### config.mk
export PLATFORM = sky130hd
export DESIGN_NAME = irq_qualifier
export DESIGN_NICKNAME = d
export VERILOG_FILES = /design/src/rtl/irq_pkg.sv /design/src/rtl/irq_sync.sv /design/src/rtl/irq_timer.sv /design/src/rtl/irq_nmi_edge.sv /design/src/rtl/irq_qualifier.sv
export SDC_FILE = /design/constraint.sdc
export NUM_CORES = 1
export LEC_CHECK = 0
export CORE_MARGIN = 2
export CORE_UTILIZATION = 45
export CTS_CLUSTER_SIZE = 24
export DETAILED_ROUTE_END_ITERATION = 8
export DONT_BUFFER_PORTS = 1
export SLEW_MARGIN = 5
export SYNTH_ARGS = -nofsm -noshare
export SYNTH_HDL_FRONTEND = slang
export SYNTH_SLANG_ARGS = --single-unit
### constraint.sdc
create_clock -name clk -period 2.2 [get_ports clk]
set_input_delay 0.11 -clock clk [delete_from_list [all_inputs] [get_ports clk]]
set_output_delay 0.11 -clock clk [all_outputs]
set_load 0.005 [all_outputs]
### src/rtl/irq_pkg.sv
package irq_pkg;

  // Qualification of the maskable request: level bits override the enable.
  function automatic logic irq_qualify(input logic [7:0] pend,
                                       input logic [7:0] mask,
                                       input logic       gie,
                                       input logic       exc_lvl,
                                       input logic       err_lvl,
                                       input logic       bnd);
    logic any_line;
    any_line = |(pend & mask);
    return bnd & gie & ~exc_lvl & ~err_lvl & any_line;
  endfunction

  // One-shot rising edge from the current and the previous sample.
  function automatic logic rise_of(input logic cur, input logic prev);
    return cur & ~prev;
  endfunction

endpackage

### src/rtl/irq_sync.sv
module irq_sync #(
  parameter int W = 1
) (
  input  logic         clk,
  input  logic         rst_n,
  input  logic [W-1:0] async_i,
  output logic [W-1:0] sync_o
);
  generate
    for (genvar g = 0; g < W; g++) begin : g_bit
      logic meta_q, stab_q;
      always_ff @(posedge clk or negedge rst_n) begin
        if (!rst_n) begin
          meta_q <= 1'b0;
          stab_q <= 1'b0;
        end else begin
          meta_q <= async_i[g];
          stab_q <= meta_q;
        end
      end
      assign sync_o[g] = stab_q;
    end
  endgenerate
endmodule

### src/rtl/irq_timer.sv
module irq_timer #(
  parameter int CNT_W = 32
) (
  input  logic             clk,
  input  logic             rst_n,
  input  logic             cmp_wr_i,
  input  logic [CNT_W-1:0] cmp_wdata_i,
  output logic             match_o,
  output logic             pend_o
);
  logic [CNT_W-1:0] cnt_q, cmp_q;
  logic             pend_q;

  assign match_o = (cnt_q == cmp_q);
  assign pend_o  = pend_q;

  always_ff @(posedge clk or negedge rst_n) begin
    if (!rst_n) begin
      cnt_q  <= '0;
      cmp_q  <= '1;
      pend_q <= 1'b0;
    end else begin
      cnt_q <= cnt_q + 1'b1;
      if (cmp_wr_i) begin
        cmp_q  <= cmp_wdata_i;
        pend_q <= 1'b0;
      end else if (match_o) begin
        pend_q <= 1'b1;
      end
    end
  end
endmodule

### src/rtl/irq_nmi_edge.sv
module irq_nmi_edge
  import irq_pkg::*;
(
  input  logic clk,
  input  logic rst_n,
  input  logic nmi_i,
  output logic pulse_o
);
  logic nmi_s, nmi_prev_q;

  irq_sync #(.W(1)) i_sync (
    .clk    (clk),
    .rst_n  (rst_n),
    .async_i(nmi_i),
    .sync_o (nmi_s)
  );

  always_ff @(posedge clk or negedge rst_n) begin
    if (!rst_n) nmi_prev_q <= 1'b0;
    else        nmi_prev_q <= nmi_s;
  end

  assign pulse_o = rise_of(nmi_s, nmi_prev_q);
endmodule

### src/rtl/irq_qualifier.sv
module irq_qualifier
  import irq_pkg::*;
#(
  parameter int NUM_EXT = 6,
  parameter int NUM_SW  = 2,
  parameter int CNT_W   = 32
) (
  input  logic                       clk,
  input  logic                       rst_n,
  input  logic [NUM_EXT-1:0]         ext_irq_i,
  input  logic                       sw_wr_i,
  input  logic [NUM_SW-1:0]          sw_wdata_i,
  input  logic                       cmp_wr_i,
  input  logic [CNT_W-1:0]           cmp_wdata_i,
  input  logic [NUM_EXT+NUM_SW-1:0]  im_i,
  input  logic                       ie_i,
  input  logic                       exl_i,
  input  logic                       erl_i,
  input  logic                       boundary_i,
  input  logic                       nmi_i,
  output logic [NUM_EXT+NUM_SW-1:0]  ip_o,
  output logic                       irq_req_o,
  output logic                       nmi_req_o
);
  localparam int NUM_LINES = NUM_EXT + NUM_SW;

  logic [NUM_SW-1:0]  sw_q;
  logic [NUM_EXT-1:0] ext_s;
  logic               tim_match;
  logic               tim_pend;
  logic [NUM_LINES-1:0] pend_vec;

  always_ff @(posedge clk or negedge rst_n) begin
    if (!rst_n)       sw_q <= '0;
    else if (sw_wr_i) sw_q <= sw_wdata_i;
  end

  irq_sync #(.W(NUM_EXT)) i_ext_sync (
    .clk    (clk),
    .rst_n  (rst_n),
    .async_i(ext_irq_i),
    .sync_o (ext_s)
  );

  irq_timer #(.CNT_W(CNT_W)) i_timer (
    .clk        (clk),
    .rst_n      (rst_n),
    .cmp_wr_i   (cmp_wr_i),
    .cmp_wdata_i(cmp_wdata_i),
    .match_o    (tim_match),
    .pend_o     (tim_pend)
  );

  irq_nmi_edge i_nmi (
    .clk    (clk),
    .rst_n  (rst_n),
    .nmi_i  (nmi_i),
    .pulse_o(nmi_req_o)
  );

  assign pend_vec = {ext_s[NUM_EXT-1] | tim_pend, ext_s[NUM_EXT-2:0], sw_q};
  assign ip_o     = pend_vec;

  generate
    if (NUM_LINES == 8) begin : g_std
      assign irq_req_o = irq_qualify(pend_vec, im_i, ie_i, exl_i, erl_i, boundary_i);
    end else begin : g_wide
      assign irq_req_o = boundary_i & ie_i & ~exl_i & ~erl_i & (|(pend_vec & im_i));
    end
  endgenerate

  logic unused_match;
  assign unused_match = tim_match;
endmodule

==> flow_metrics.env <==
export IMPL_tns_ns=0
export IMPL_root_buffer_master="clkbuf_8"
export IMPL_portBuffers=0
export IMPL_syn_inst=261
export IMPL_final_hold_worst_slack_ns=0.0420
export IMPL_crit_start="i_timer.cnt_q[0]"
export IMPL_cts_post_setup_buffers_inserted=0
export IMPL_cts_buffers_inserted=9
export IMPL_fillers=655
export IMPL_async_sr_flop_fraction=1.00
export IMPL_internal_power_mw=2.46
export IMPL_final_cell_mix="xnor2_1 (53), dfrtp_1 (50), dlygate4sd3_1 (44)"
export IMPL_seq_area_sq_mm=0.00209
export IMPL_insertion_delay_of_the_later_clocked_pin_in_the_worst_skew_pair_ns=0.36
export IMPL_drc_errors=0
export IMPL_insertedDiodeCount=0
export IMPL_drt_vias_per_instance=4.93
export IMPL_vias_in_the_first_global_route=2142
export IMPL_detailedPlacementHpwl_um=4040
export IMPL_average_size_of_a_mapped_cell_sq_um=13.4
export IMPL_final_min_period_over_clock_period=0.855
export IMPL_max_cap_viol_count=0
export IMPL_clk_pin_slew_ns=0.09
export IMPL_worst_setup_path_start_kind="flop"
export IMPL_relative_max_transition_margin=0.720
export IMPL_die_h_um=92.3
export IMPL_multiInputGateArea_sq_mm=0.00133
export IMPL_net_count_after_synthesis=319
export IMPL_hold_path_startpoint="cmp_wr_i"
export IMPL_drtAntennaViolNets=0
export IMPL_drt_pass1_iter_count=4
export IMPL_mostFrequentLayoutCell="xnor2_1"
export IMPL_synth_seq_cells=82
export IMPL_fmax_mhz=532
export IMPL_static_leakage_power_nw=1.75
export IMPL_cts_resized=0
export IMPL_grt_overflow_total=0
export IMPL_drtIter0Drc=51
export IMPL_place_gp_congestion=0.765
export IMPL_clockPowerShare=0.386
export IMPL_critical_setup_path_kind="reg -> reg"
export IMPL_critPathArrivalTime_ns=2.17
export IMPL_critPathMaxStageDelay_ns=0.43
export IMPL_final_core_utilization=0.561
export IMPL_post_synth_num_cell_types=29
export IMPL_antenna_found_initial=0
export IMPL_grt_pass1_wl_um=10100
export IMPL_cp_data_required_time_ns=2.49
export IMPL_power_switching_fraction=0.219
export IMPL_power_per_cell_area_mw_per_mm2=736
export IMPL_groute_usage_overall=0.157
export IMPL_critical_path_max_fanout=6
export IMPL_design_final_nets=366
export IMPL_cts_max_level=3
export IMPL_rsz0062_at_grt="no"
export IMPL_synth_main_ff_cell="dfrtp_1"
export IMPL_cell_chain_of_the_critical_path="ha_1 -> nand3_1 -> nor2_1 -> nand4_1 -> nor3_1 -> xor2_1"
export IMPL_min_period_ns=1.88
export IMPL_hold_class="in -> reg"
export IMPL_die_width_um=92.3
export IMPL_clock_tree_buffer_depth=2
export IMPL_hold_viol=0
export IMPL_num_vias=2044
export IMPL_setup_worst_path_end_class="flop"
export IMPL_actual_transition_at_the_worst_max_transition_pin_ns=0.419
export IMPL_clock_skew_ns=0.0117
export IMPL_reg2reg_from="i_timer.cnt_q[0]"
export IMPL_setup_viol=0
export IMPL_synthToLayoutAreaGrowth_pct=22.2
export IMPL_synth_enable_flop_cells=0
export IMPL_power_frac_seq=0.533
export IMPL_floorplan_initialDensity=0.459
export IMPL_die_outline_area_sq_mm=0.00852
export IMPL_synth_seq_area_share=0.596
export IMPL_total_switching_power_mw=0.691
export IMPL_cell_with_the_largest_stage_delay_on_the_worst_path="dfrtp_1"
export IMPL_grt_max_degree=83
export IMPL_placementRows=32
export IMPL_layout_drive_gt1_share=0.284
export IMPL_tritoncts_clock_tree="done"
export IMPL_final_max_slew_viol_count=0
export IMPL_avg_wl_per_cell_um=14.7
export IMPL_ir_worst_vdd_v=0.000335
export IMPL_synth_area_sq_mm=0.00351
export IMPL_run_status="complete, no violations"
export IMPL_clkSinkCount=82
export IMPL_routed_wirelength_um=6090
export IMPL_power_combinational_fraction=0.081
export IMPL_core_region_area_sq_mm=0.00765
export IMPL_io_pins=67
export IMPL_synth_yosys_warnings=0
[registers in the layout, summed over array words and instances, names as in the netlist]
register                   flops
i_timer.cmp_q                 32
i_timer.cnt_q                 32
i_ext_sync.g_bit.meta_q        6
i_ext_sync.g_bit.stab_q        6
sw_q                           2
i_nmi.i_sync.g_bit.meta_q      1
i_nmi.i_sync.sync_o            1
i_nmi.nmi_prev_q               1
i_timer.pend_o                 1
[per-stage QoR]
| step | power (mW) | setup slack (ns) | instances | cell area [sq um] |
|---|---|---|---|---|
| 2_1_floorplan | 1.84 | 0.581 | 261 | 3510 |
| 3_3_place_gp | 1.86 | 0.359 | 353 | 3570 |
| 3_5_place_dp | 1.86 | 0.340 | 353 | 3570 |
| 4_1_cts | 3.20 | 0.311 | 415 | 4290 |
| 5_1_grt | 3.30 | 0.134 | 415 | 4290 |
| 6_report | 3.15 | 0.319 | 415 | 4290 |
[what timing repair did]
item | in CTS | in global routing
hold endpoints to repair | 124 | 0
setup endpoints to repair | 0 | 0
hold buffers | 46 | 0
[worst max-delay path, delay by kind of cell, from the launching register on]
kind	cells	cell delay, ns
xor gates and xnor gates	1	0.17
and+or+nand+nor	4	1.02
DFF	1	0.43
adders and majority gates	1	0.21
[layer usage]
metal,track usage,routed length [um]
met5,0,0
met3,0.0529,269
met2,0.249,2910
met1,0.201,2830
met4,0.0597,87
[Yosys cell counts (2+ instances only)]
cell type  count  share of area
and3_1         4         0.0071
nand4_1       15          0.027
xor2_1         9          0.022
mux2_2        34           0.11
dfstp_2       32           0.24
nand2_1       11          0.012
inv_1          4         0.0043
nand3_1       10          0.014
nor2_1         9         0.0096
nor3_1         2         0.0029
buf_4          6          0.013
dfrtp_1       50           0.36
xnor2_1       53           0.13
clkbuf_1       4         0.0043
nor4_1         2         0.0036
and4_1         3         0.0075
[power groups by stage]
stage / logic (mW) / registers (mW) / clock network [mW]
final: 0.256 / 1.68 / 1.22
after global routing: 0.283 / 1.69 / 1.32
after CTS: 0.262 / 1.68 / 1.26
after detailed placement: 0.146 / 1.71 / 0
after global placement: 0.144 / 1.71 / 0
after floorplan: 0.145 / 1.69 / 0
[worst paths after layout]
path,to,slack (ns),cells past startpoint
min,i_timer.pend_o,0.04,2
max in group asynchronous,i_timer.cmp_q[7],1.53,2
min in group asynchronous,i_ext_sync.g_bit[0].stab_q,0.32,2
min reg2reg,i_ext_sync.g_bit[4].stab_q,0.35,0
max,i_timer.cnt_q[28],0.32,6
max reg2reg,i_timer.cnt_q[28],0.32,6
[cell families after synthesis]
| kind of cell | Yosys count | synth area share |
|---|---|---|
| mux | 34 | 0.109 |
| xor+xnor | 62 | 0.155 |
| buf+inv | 15 | 0.0246 |
| simple gates | 62 | 0.101 |
| fa+ha+maj | 1 | 0.00356 |
| flops | 82 | 0.596 |
| compound gates | 5 | 0.0111 |
[final cells by class]
| type | count | share of cell area |
|---|---|---|
| Clock buffer | 10 | 0.0321 |
| Multi-Input combinational cell | 164 | 0.310 |
| Tap cell | 102 | 0.0298 |
| Timing Repair Buffer | 47 | 0.116 |
| Clock inverter | 6 | 0.0207 |
| Inverter | 4 | 0.00350 |
| Sequential cell | 82 | 0.488 |
Note: power is estimated with default switching activity, not from simulation.
